==> config.mk <==
export PLATFORM = sky130hd
export DESIGN_NAME = adv_wakeup_seq
export DESIGN_NICKNAME = d
export VERILOG_FILES = /design/src/rtl/adv_wake_pkg.sv /design/src/rtl/awake_tick_gen.sv /design/src/rtl/awake_hop_sched.sv /design/src/rtl/awake_pkt_meter.sv /design/src/rtl/awake_tpl_corr.sv /design/src/rtl/adv_wakeup_seq.sv
export SDC_FILE = /design/constraint.sdc
export NUM_CORES = 1
export LEC_CHECK = 0
export BUFFER_PORTS_ARGS = -buffer_cell sky130_fd_sc_hd__buf_4
export CAP_MARGIN = 40
export CORE_ASPECT_RATIO = 1.4
export CORE_MARGIN = 2
export CORE_UTILIZATION = 62
export DETAILED_ROUTE_END_ITERATION = 12
export GPL_TIMING_DRIVEN = 0
export PLACE_DENSITY_LB_ADDON = 0.1
export SYNTH_ARGS = -nofsm -noshare
export SYNTH_HDL_FRONTEND = slang
export SYNTH_HIERARCHICAL = 1
export SYNTH_SLANG_ARGS = --single-unit
==> constraint.sdc <==
create_clock -name clk -period 12.3 [get_ports clk]
set_input_delay 3.69 -clock clk [delete_from_list [all_inputs] [get_ports clk]]
set_output_delay 3.69 -clock clk [all_outputs]
set_load 0.005 [all_outputs]
==> src/rtl/adv_wake_pkg.sv <==
package adv_wake_pkg;

   // Sequencer states; the output decode depends on this set only.
   typedef enum logic [2:0] {
      ST_SCAN,
      ST_LOCK_RX,
      ST_LOCK_TX,
      ST_WAIT_END,
      ST_TX
   } seq_state_t;

   // Channel code 0..2 maps onto advertising index 37..39.
   typedef logic [1:0] chan_code_t;

   localparam int unsigned ADV_FIRST_IDX = 37;
   localparam int unsigned ADV_NUM_CHAN  = 3;
   localparam int unsigned SCORE_FIELDS  = 5;

endpackage

==> src/rtl/awake_tick_gen.sv <==
module awake_tick_gen #(
   parameter int unsigned CLK_MHZ = 16
) (
   input  logic clk,
   input  logic rst_n,
   output logic tick_o
);

   initial begin : elab_chk
      assert (CLK_MHZ >= 1) else $fatal(1, "CLK_MHZ must be at least 1");
   end

   generate
      if (CLK_MHZ == 1) begin : g_direct
         // Every cycle is one microsecond.
         assign tick_o = rst_n;
         logic unused_clk;
         assign unused_clk = clk;
      end else begin : g_divide
         localparam int unsigned CW = $clog2(CLK_MHZ);
         logic [CW-1:0] div_q;
         always_ff @(posedge clk or negedge rst_n) begin
            if (!rst_n)                          div_q <= '0;
            else if (div_q == CW'(CLK_MHZ - 1))  div_q <= '0;
            else                                 div_q <= div_q + 1'b1;
         end
         assign tick_o = (div_q == CW'(CLK_MHZ - 1));
      end
   endgenerate

endmodule

==> src/rtl/awake_hop_sched.sv <==
module awake_hop_sched
   import adv_wake_pkg::*;
#(
   parameter int unsigned DWELL_US = 50
) (
   input  logic       clk,
   input  logic       rst_n,
   input  logic       tick_i,
   input  logic       hold_i,
   output chan_code_t hop_o
);

   localparam int unsigned DW = $clog2(DWELL_US + 1);

   initial begin : elab_chk
      assert (DWELL_US >= 1) else $fatal(1, "DWELL_US must be at least 1");
   end

   logic [DW-1:0] dwell_q;

   always_ff @(posedge clk or negedge rst_n) begin
      if (!rst_n) begin
         dwell_q <= '0;
         hop_o   <= '0;
      end else if (tick_i && !hold_i) begin
         if (dwell_q == DW'(DWELL_US - 1)) begin
            dwell_q <= '0;
            hop_o   <= (hop_o == chan_code_t'(ADV_NUM_CHAN - 1)) ? '0 : hop_o + 1'b1;
         end else begin
            dwell_q <= dwell_q + 1'b1;
         end
      end
   end

endmodule

==> src/rtl/awake_pkt_meter.sv <==
module awake_pkt_meter
   import adv_wake_pkg::*;
#(
   parameter int unsigned LEN_W  = 10,
   parameter int unsigned GAP_US = 1000
) (
   input  logic               clk,
   input  logic               rst_n,
   input  logic               tick_i,
   input  logic               scan_i,
   input  logic               energy_i,
   input  chan_code_t         hop_i,
   input  logic               match_i,
   output logic [3:0]         rec_chan_o,
   output logic [2*LEN_W-1:0] rec_len_o,
   output logic               third_o
);

   localparam int unsigned GW = $clog2(GAP_US + 1);

   initial begin : elab_chk
      assert (GAP_US >= 2) else $fatal(1, "GAP_US must be at least 2");
      assert (LEN_W >= 4)  else $fatal(1, "LEN_W must be at least 4");
   end

   logic             active_q;
   chan_code_t       cur_q;
   logic [LEN_W-1:0] len_q;
   logic [1:0]       slots_q;
   logic [GW-1:0]    idle_q;
   chan_code_t       rec_ch_q  [2];
   logic [LEN_W-1:0] rec_len_q [2];

   always_ff @(posedge clk or negedge rst_n) begin
      if (!rst_n) begin
         active_q <= 1'b0;
         cur_q    <= '0;
         len_q    <= '0;
         slots_q  <= '0;
         idle_q   <= '0;
         for (int i = 0; i < 2; i++) begin
            rec_ch_q[i]  <= '0;
            rec_len_q[i] <= '0;
         end
      end else if (!scan_i) begin
         active_q <= 1'b0;
         len_q    <= '0;
         slots_q  <= '0;
         idle_q   <= '0;
      end else if (tick_i) begin
         if (active_q) begin
            if (hop_i == cur_q && !energy_i) begin
               rec_ch_q[slots_q[0]]  <= cur_q;
               rec_len_q[slots_q[0]] <= len_q;
               slots_q  <= slots_q + 1'b1;
               active_q <= 1'b0;
               idle_q   <= '0;
            end else if (len_q != '1) begin
               len_q <= len_q + 1'b1;
            end
         end else if (energy_i) begin
            // A matched third burst is left for the sequencer to take.
            if (!(slots_q == 2'd2 && match_i)) begin
               if (slots_q == 2'd2) slots_q <= '0;
               active_q <= 1'b1;
               cur_q    <= hop_i;
               len_q    <= LEN_W'(1);
               idle_q   <= '0;
            end
         end else if (slots_q != '0) begin
            if (idle_q == GW'(GAP_US - 1)) begin
               slots_q <= '0;
               idle_q  <= '0;
            end else begin
               idle_q <= idle_q + 1'b1;
            end
         end
      end
   end

   assign rec_chan_o = {rec_ch_q[1], rec_ch_q[0]};
   assign rec_len_o  = {rec_len_q[1], rec_len_q[0]};
   assign third_o    = (slots_q == 2'd2) && !active_q;

endmodule

==> src/rtl/awake_tpl_corr.sv <==
module awake_tpl_corr
   import adv_wake_pkg::*;
#(
   parameter int unsigned NUM_TPL = 2,
   parameter int unsigned LEN_W   = 10
) (
   input  logic [3:0]                 rec_chan_i,
   input  logic [2*LEN_W-1:0]         rec_len_i,
   input  chan_code_t                 cur_chan_i,
   input  logic [NUM_TPL*6-1:0]       tpl_chan_i,
   input  logic [NUM_TPL*2*LEN_W-1:0] tpl_len_min_i,
   input  logic [NUM_TPL*2*LEN_W-1:0] tpl_len_max_i,
   input  logic [2:0]                 score_min_i,
   output logic                       match_o
);

   initial begin : elab_chk
      assert (NUM_TPL >= 1 && NUM_TPL <= 16) else $fatal(1, "NUM_TPL out of range");
   end

   logic [NUM_TPL-1:0] tpl_ok;

   generate
      for (genvar t = 0; t < NUM_TPL; t++) begin : g_tpl
         logic [SCORE_FIELDS-1:0] hit;
         logic [2:0]              score;
         always_comb begin
            for (int s = 0; s < 2; s++) begin
               hit[2*s]   = rec_chan_i[2*s +: 2] == tpl_chan_i[(t*3+s)*2 +: 2];
               hit[2*s+1] = (rec_len_i[s*LEN_W +: LEN_W] >= tpl_len_min_i[(t*2+s)*LEN_W +: LEN_W]) &&
                            (rec_len_i[s*LEN_W +: LEN_W] <= tpl_len_max_i[(t*2+s)*LEN_W +: LEN_W]);
            end
            hit[4] = cur_chan_i == tpl_chan_i[(t*3+2)*2 +: 2];
            score  = '0;
            for (int b = 0; b < SCORE_FIELDS; b++) score = score + {2'b00, hit[b]};
         end
         assign tpl_ok[t] = score >= score_min_i;
      end
   endgenerate

   assign match_o = |tpl_ok;

endmodule

==> src/rtl/adv_wakeup_seq.sv <==
module adv_wakeup_seq
   import adv_wake_pkg::*;
#(
   parameter int unsigned CLK_MHZ  = 16,
   parameter int unsigned DWELL_US = 50,
   parameter int unsigned LOCK_US  = 50,
   parameter int unsigned GAP_US   = 1000,
   parameter int unsigned TX_US    = 400,
   parameter int unsigned LEN_W    = 10,
   parameter int unsigned NUM_TPL  = 2
) (
   input  logic                       clk,
   input  logic                       rst_n,
   input  logic                       energy_i,
   input  logic                       ref_present_i,
   input  logic                       pll1_lock_i,
   input  logic                       pll2_lock_i,
   input  logic [NUM_TPL*6-1:0]       tpl_chan_i,
   input  logic [NUM_TPL*2*LEN_W-1:0] tpl_len_min_i,
   input  logic [NUM_TPL*2*LEN_W-1:0] tpl_len_max_i,
   input  logic [2:0]                 score_min_i,
   output logic [5:0]                 lo_chan_o,
   output logic                       rx_path_cr_o,
   output logic                       pll1_en_o,
   output logic                       pll2_en_o,
   output logic                       tx_mode_o,
   output logic                       tx_start_o
);

   localparam int unsigned TMAX = (LOCK_US > TX_US) ? LOCK_US : TX_US;
   localparam int unsigned TW   = $clog2(TMAX + 1);

   initial begin : elab_chk
      assert (LOCK_US >= 1 && TX_US >= 1) else $fatal(1, "timer limits must be non-zero");
   end

   seq_state_t         state_q;
   logic [TW-1:0]      timer_q;
   logic               tick;
   chan_code_t         hop;
   logic               scan;
   logic               third;
   logic               match;
   logic               wake;
   logic               tmr_end_lock;
   logic               tmr_end_tx;
   logic [3:0]         rec_chan;
   logic [2*LEN_W-1:0] rec_len;

   assign scan = (state_q == ST_SCAN);

   awake_tick_gen #(.CLK_MHZ(CLK_MHZ)) u_tick (
      .clk    (clk),
      .rst_n  (rst_n),
      .tick_o (tick)
   );

   awake_hop_sched #(.DWELL_US(DWELL_US)) u_hop (
      .clk    (clk),
      .rst_n  (rst_n),
      .tick_i (tick),
      .hold_i (!scan),
      .hop_o  (hop)
   );

   awake_pkt_meter #(.LEN_W(LEN_W), .GAP_US(GAP_US)) u_meter (
      .clk        (clk),
      .rst_n      (rst_n),
      .tick_i     (tick),
      .scan_i     (scan),
      .energy_i   (energy_i),
      .hop_i      (hop),
      .match_i    (match),
      .rec_chan_o (rec_chan),
      .rec_len_o  (rec_len),
      .third_o    (third)
   );

   awake_tpl_corr #(.NUM_TPL(NUM_TPL), .LEN_W(LEN_W)) u_corr (
      .rec_chan_i    (rec_chan),
      .rec_len_i     (rec_len),
      .cur_chan_i    (hop),
      .tpl_chan_i    (tpl_chan_i),
      .tpl_len_min_i (tpl_len_min_i),
      .tpl_len_max_i (tpl_len_max_i),
      .score_min_i   (score_min_i),
      .match_o       (match)
   );

   assign wake         = scan && tick && energy_i && third && match;
   assign tmr_end_lock = tick && (timer_q == TW'(LOCK_US - 1));
   assign tmr_end_tx   = tick && (timer_q == TW'(TX_US - 1));

   always_ff @(posedge clk or negedge rst_n) begin
      if (!rst_n) begin
         state_q    <= ST_SCAN;
         timer_q    <= '0;
         tx_start_o <= 1'b0;
      end else begin
         tx_start_o <= 1'b0;
         unique case (state_q)
            ST_SCAN: begin
               timer_q <= '0;
               if (wake) state_q <= ST_LOCK_RX;
            end
            ST_LOCK_RX: begin
               if (!ref_present_i || (!pll1_lock_i && tmr_end_lock)) begin
                  state_q <= ST_SCAN;
               end else if (pll1_lock_i) begin
                  state_q <= ST_LOCK_TX;
                  timer_q <= '0;
               end else if (tick) begin
                  timer_q <= timer_q + 1'b1;
               end
            end
            ST_LOCK_TX: begin
               if (!ref_present_i || (!pll2_lock_i && tmr_end_lock)) begin
                  state_q <= ST_SCAN;
               end else if (pll2_lock_i) begin
                  state_q <= ST_WAIT_END;
               end else if (tick) begin
                  timer_q <= timer_q + 1'b1;
               end
            end
            ST_WAIT_END: begin
               timer_q <= '0;
               if (!ref_present_i) begin
                  state_q    <= ST_TX;
                  tx_start_o <= 1'b1;
               end
            end
            ST_TX: begin
               if (tmr_end_tx)  state_q <= ST_SCAN;
               else if (tick)   timer_q <= timer_q + 1'b1;
            end
            default: state_q <= ST_SCAN;
         endcase
      end
   end

   assign lo_chan_o    = 6'(ADV_FIRST_IDX) + {4'b0000, hop};
   assign pll1_en_o    = (state_q == ST_LOCK_RX) || (state_q == ST_LOCK_TX) || (state_q == ST_WAIT_END);
   assign rx_path_cr_o = pll1_en_o;
   assign pll2_en_o    = (state_q == ST_LOCK_TX) || (state_q == ST_WAIT_END);
   assign tx_mode_o    = (state_q == ST_TX);

endmodule

### Word level (Yosys, flattened, before mapping)

Cells that the tools add are included.

| word-level totals | value |
|---|---|
| word-level logic and storage cells | 179 |
| register bits after elaboration | 74 |
| output and inout port bits | 11 |

| operators by class | value |
|---|---|
| multiplexer cells | 56 |
| add/sub/neg operators | 16 |
| $lt $le $gt $ge | 12 |
| reduce and logical (&&, ||, !) cells | 39 |
| eq/ne operators | 38 |
| bitwise logic cells | 3 |

Operators with widths:

| operator | count |
|---|---|
| 10-bit 2-to-1 mux | 16 |
| 9-bit 2-to-1 mux | 6 |
| 10-bit greater-or-equal comparator | 4 |
| 10-bit <= comparator | 4 |
| 9-bit one-hot mux with 4 select lines | 1 |
| 2-bit 2-to-1 mux | 11 |
| 3-bit 2-to-1 mux | 7 |
| 3-bit inequality test (second input constant) | 7 |
| 10-bit by 1-bit adder with 10-bit output (second input constant) | 2 |
| 20-bit bitwise mux | 1 |
| 5-bit AND reduction | 4 |
| 3-bit by 1-bit adder with 3-bit output | 6 |
| 1-bit logical AND | 16 |
| 4-bit inequality test (second input constant) | 4 |
| 3-bit one-hot mux with 5 select lines | 1 |
| 2-bit equality test | 7 |
| 2-bit inequality test (second input constant) | 7 |
| 10-bit demux with 1-bit select | 1 |
| 10-bit equality test (second input constant) | 1 |
| 10-bit inequality test (second input constant) | 1 |
| 9-bit by 1-bit adder with 9-bit output (second input constant) | 1 |
| 9-bit by 6-bit equality test with 1-bit output (second input constant) | 1 |
| 9-bit equality test (second input constant) | 1 |
| 1-bit 2-to-1 mux | 8 |
| 30 further kinds | 46 |

### Logic depth before layout (Yosys ltp)

| depth | value |
|---|---|
| depth after elaboration | 14 |
| depth in mapped cells | 22 |
| depth with buffers taken out | 21 |

### Cells and area by module

The synthesis kept the hierarchy.

By module, submodules not included:

| module | instances | area each (µm²) | cells an instance |
|---|---|---|---|
| awake_pkt_meter | 1 | 2417.3 | 212 |
| awake_tpl_corr | 1 | 2346.0 | 312 |
| adv_wakeup_seq | 1 | 1152.4 | 126 |
| awake_hop_sched | 1 | 415.4 | 42 |
| awake_tick_gen | 1 | 168.9 | 13 |

### Worst setup path after synthesis

No wires, ideal clock.

| timing | value |
|---|---|
| path kind | in2reg |
| start point | in tpl_len_max_i[23] |
| end point | reg u_meter.idle_q[5] |
| setup slack | 4.380 ns |
| required time | 12.197 ns |
| path buffers | 1 |
| data arrival time | 7.817 ns |
| stages on the path | 20 |
| setup time | 0.103 ns |
| path through | inv_1 > ha_1 > a21o_1 > a21o_1 > a2111oi_2 > o2bb2ai_1 > fa_1 > inv_1 > fa_1 > ha_1 > ha_1 > a21boi_0 > o21ai_0 > nand3_1 > a21o_1 > a22oi_2 > nand3_1 > or2_1 > buf_6 > o41ai_2 |

| between the ends | value |
|---|---|
| cells in the longest elaborated chain, start to end | 11 |

Ends and longest elaborated chain:

| item | line | RTL |
|---|---|---|
| start, declared | adv_wakeup_seq.sv:20 | `input logic [NUM_TPL*2*LEN_W-1:0] tpl_len_max_i,` |
| 10-bit <= comparator | awake_tpl_corr.sv:31 | `(rec_len_i[s*LEN_W +: LEN_W] <= tpl_len_max_i[(t*2+s)*LEN_W +: LEN_W]);` |
| 1-bit logical AND | awake_tpl_corr.sv:30 | `hit[2*s+1] = (rec_len_i[s*LEN_W +: LEN_W] >= tpl_len_min_i[(t*2+s)*LEN_W +: LEN_W]) &&` |
| 1-bit by 1-bit adder with 2-bit output | awake_tpl_corr.sv:35 | `for (int b = 0; b < SCORE_FIELDS; b++) score = score + {2'b00, hit[b]};` |
| 3-bit by 1-bit adder with 3-bit output (3 in a row) | awake_tpl_corr.sv:35 |  |
| 3-bit greater-or-equal comparator | awake_tpl_corr.sv:37 | `assign tpl_ok[t] = score >= score_min_i;` |
| 2-bit OR reduction | awake_tpl_corr.sv:41 | `assign match_o = \|tpl_ok;` |
| via match | adv_wakeup_seq.sv:43 | `logic match;` |
| 1-bit logical AND | awake_pkt_meter.sv:63 | `if (!(slots_q == 2'd2 && match_i)) begin` |
| 4-bit inequality test (no line) | n/a |  |
| 4-bit AND reduction (no line) | n/a |  |
| end signal, assigned | awake_pkt_meter.sv:75 | `idle_q <= idle_q + 1'b1;` |
| end, declared | awake_pkt_meter.sv:30 | `logic [GW-1:0] idle_q;` |

The timed path passes the listed nets, and every way through them passes these cells.
A chain may end at the register's enable or synchronous reset.

### Final worst setup path

Ends and elaborated chain as after synthesis.

==> parameters.txt <==
Parameter                              Value

Status
  Result of the run    finished clean

Worst setup path
  CP bufs+invs    4
  Master of the slowest instance on the critical path    fa_1
  Beginning of the worst register-to-register path    u_meter/rec_len_o[3]$_DFFE_PN0P_
  Worst Setup EP    u_meter/idle_q[5]$_DFFE_PN0P_
  Kind of end point of the critical path    register
  Crit path required time    approximately 13 ns
  Critical path cell sequence    buf_4, inv_1, ha_1, a21o_1, a21o_1, a2111oi_2, o2bb2ai_1, fa_1, inv_1, fa_1, ha_1, ha_1, a21boi_0, o21ai_0, nand3_1, a21o_1, a22oi_2, nand3_1, or2_1, buf_6, o41ai_2
  R2r setup slk    between 7 and 8 ns
  Top Family by Delay on Critical Path    compound AO/OA/AOI/OAI gates
  Arr. time, crit path    8.46 ns
  First element of the critical path    tpl_len_max_i[23]
  Worst Reg2Reg Path Length in Cells    19
  Reg2reg end    u_meter/idle_q[5]$_DFFE_PN0P_
  Number of stages on the worst setup path    21
  Longest individual stage delay on the worst path    approximately 0.55 ns
  Critical Setup Path Class    in2reg
  Largest fanout on the critical path    8
  Category of the worst setup path launch point    primary input

Finish
  Syn-to-layout area delta    20.2%
  Area occupied by registers    about 1900 sq um
  Number of filler instances in the final layout    between 700 and 800
  Final net count    about 1k
  Final Cell Area    7810 sq um
  Share of final-layout standard cells stronger than drive strength 1    roughly a quarter
  Final antenna diode count    0
  Multi-input gate area in the final layout    between 4000 and 5000 sq um

Placed design
  Post-placement cell area    between 7000 and 8000 sq um
  Port Buffer Count    approximately 110
  Sum of net half-perimeters after detailed placement    about 12,000 microns
  Routability Congestion    approximately 0.9

GRT
  Global-route wire length before repair    between 20,000 and 30,000 microns
  Number of global-route vias before repair    5,886
  Global routing met1 resource utilization    a little under 30%
  Met2 Use GR    between 50 and 60%
  Met3 capacity usage during global routing    3.43%
  Antenna violations before repair    0
  Global route hottest layer    met2
  Largest net degree at the start of global routing    40
  GRT Total Usage    27.9%
  Overall overflow remaining after global route    0

Route
  Via count normalized by instance count    5.89
  Number of vias in the routed layout    roughly 5.7k
  Number of iterations in the first detailed-routing pass    5
  Remaining DRCs    0
  Iteration-0 DRC Markers    approximately 300
  Routed wire length    15,500 microns
  Number of nets with antenna violations after detailed routing    0
  Detailed-route wire length per cell    about 16 microns

Clocking
  Count of hold-fix buffers inserted at cts    0
  CTS buffer count    9
  TritonCTS clock tree    built
  Post-CTS setup buffer count    0
  Clock Pin Slew Worst Setup and Hold Paths    around 0.060 ns
  Number of H-tree branching levels    3
  Clock latency at the later pin of the worst-skew pair    around 0.33 ns
  Clk Tree Root Cell    clkbuf_16
  # clock sinks    74
  Quantity of gates resized following cts    0
  Worst-case clock buffer depth    2

Timing
  Unrepaired setup endpoints after global routing    false
  Final critical delay including setup and external delays    about 8.2 ns
  Max-slew violation count    0
  Number of setup violations in the final report    0
  Setup skew after layout    0.00823 ns
  Accumulated negative setup slack    0 ns
  F_max    ~120 MHz
  Hold Fails Final Rpt    0
  Transition time at the pin with the least slew margin    0.657 ns
  Headroom to the max-slew limit    a little under three fifths
  Period Utilization, post-route    between 60% and 70%

Synthesis
  Mean post-synth cell area    just over 9 sq um
  Total nets after synthesis    908
  Gate Count Post-Synth    approximately 710
  Synthesized area    about 6500 sq um
  Distinct cell type count of the synthesized netlist    79
  Synth top area cells    dfrtp_1 (28%), ha_1 (19%), inv_1 (6.4%)
  Post-synth top area share    28.5%
  Number of synthesized flops with an enable pin    0
  Register area share after synthesis    between 20 and 30%
  Most used flip-flop cell after synthesis    dfrtp_1
  Number of synthesis warnings    6
  #FFs+latches synth    74
  Async set-or-reset flop fraction in the synthesized netlist    100%
  Leading area contributor after synthesis    dfrtp_1

Power and ir drop
  Relative contribution of combinational cells to total power    ~38%
  Leakage power of the design    0.00429 uW
  Total power    855 uW
  NetSw    roughly 300 uW
  Internal Pwr Total    between 500 and 600 uW
  Switching Share    roughly a third
  Max rail drop VDD    between 0.1 and 0.15 mV
  P per Cell Area    ~110 nW/um^2
  Proportion of power drawn by flip-flops and latches    a little under a third
  Portion of total power attributed to the clock network    30.8%

Floorplanning
  Initial Utilization    around 63%
  Floorplan core area    10,300 sq um
  Overall die area    between 10,000 and 15,000 sq um
  Die Width    between 90 and 100 microns
  Row count    between 40 and 50
  Die H    ~130 microns
  I/O pins    112

Run
  Max-cap viol count    0

Hold path
  Hold crit path type    reg2reg
-- sequential cells by signal, summed over array words and instances, names as in the netlist --
name,count
u_meter/rec_len_o,20
u_meter/len_q,10
timer_q,9
u_meter/idle_q,10
state_q,3
u_meter/slots_q,2
u_hop/hop_o,2
u_tick/g_divide.div_q,4
u_hop/dwell_q,6
u_meter/cur_q,2
u_meter/rec_chan_o,4
tx_start_o,1
u_meter/active_q,1
-- power by group through the flow --
stage               Combinational [uW]  Clock, uW  Sequential [uW]
floorplan                          223          0              270
global placement                   305          0              272
detailed placement                 319          0              272
CTS                                321        268              268
global route                       358        277              269
finish                             324        263              268
-- kinds of logic after synthesis --
group,synth area share [%]
xor+xnor,2.41
fa+ha+maj,20.1
compound gates,19.9
mux,5.04
buf+inv,8.60
other cells,0.116
flops,28.5
simple gates,15.3
-- cells in the mapped netlist, drive strengths merged, types with 12 or more instances --
cell,instances
a21o,18
a21oi,37
a31oi,20
buf,16
dfrtp,74
ha,98
inv,111
mux2,27
nand2,40
nand2b,14
nand3,14
nand4,19
nor2,33
o21ai,32
o31ai,16
xor2,12
-- cell type report --
type,instances,area share (%)
clock buffers,9,2.88
repair buffers,110,10.7
flip-flops and latches,74,23.7
multi-input cells,498,52.3
plain buffers,22,1.83
well taps,138,2.21
inverters,111,5.33
clock inverters,7,0.993
-- per-layer routing --
layer	up-vias	routed length [microns]
met5	-	0
met4	0	447
met3	35	623
met2	171	8700
met1	2739	5740
li1	2764	-
-- metrics by stage --
step | utilization (%) | hold WS, ns | worst slack, ns | instances
after global routing | 75.9 | 0.516 | 3.80 | 969
after CTS | 75.9 | 0.494 | 4.10 | 969
final | 75.9 | 0.493 | 4.06 | 969
after global placement | 72.8 | 0.460 | 3.89 | 952
after floorplan | - | 0.447 | 4.38 | 705
after detailed placement | 73.0 | 0.486 | 3.76 | 953
-- worst register-to-register path, stage by stage (launching register included) --
cell	delay, ns
dfrtp_1	0.45
ha_1	0.32
a21o_1	0.19
a21o_1	0.20
a2111oi_2	0.37
o2bb2ai_1	0.22
fa_1	0.55
inv_1	0.06
fa_1	0.42
ha_1	0.30
ha_1	0.27
a21boi_0	0.12
o21ai_0	0.14
nand3_1	0.18
a21o_1	0.21
a22oi_2	0.20
nand3_1	0.19
or2_1	0.29
buf_6	0.14
o41ai_2	0.32
-- worst min-delay path by stage --
| stage | start | slack [ns] | cells past startpoint | endpoint |
|---|---|---|---|---|
| 6_report | u_tick/g_divide.div_q[0]$_DFF_PN0_ | 0.49 | 1 | u_tick/g_divide.div_q[0]$_DFF_PN0_ |
| 4_1_cts | u_tick/g_divide.div_q[0]$_DFF_PN0_ | 0.49 | 1 | u_tick/g_divide.div_q[0]$_DFF_PN0_ |
| 2_1_floorplan | u_tick/g_divide.div_q[0]$_DFF_PN0_ | 0.45 | 1 | u_tick/g_divide.div_q[0]$_DFF_PN0_ |
| 3_3_place_gp | u_tick/g_divide.div_q[0]$_DFF_PN0_ | 0.46 | 1 | u_tick/g_divide.div_q[0]$_DFF_PN0_ |
| 3_5_place_dp | u_tick/g_divide.div_q[0]$_DFF_PN0_ | 0.49 | 1 | u_tick/g_divide.div_q[0]$_DFF_PN0_ |
| 5_1_grt | u_tick/g_divide.div_q[0]$_DFF_PN0_ | 0.52 | 1 | u_tick/g_divide.div_q[0]$_DFF_PN0_ |
-- cells in the final DEF (no fill, tap or decap), drive strengths merged, types with 15 or more instances in the layout --
cell    instances
dfrtp          74
ha             98
clkbuf         15
o31ai          16
a21o           18
mux2           27
inv           112
a21oi          37
nor2           33
nand2          40
nand4          19
o21ai          32
a31oi          20
buf           126
No activity file was read; power rests on OpenSTA's default activity.
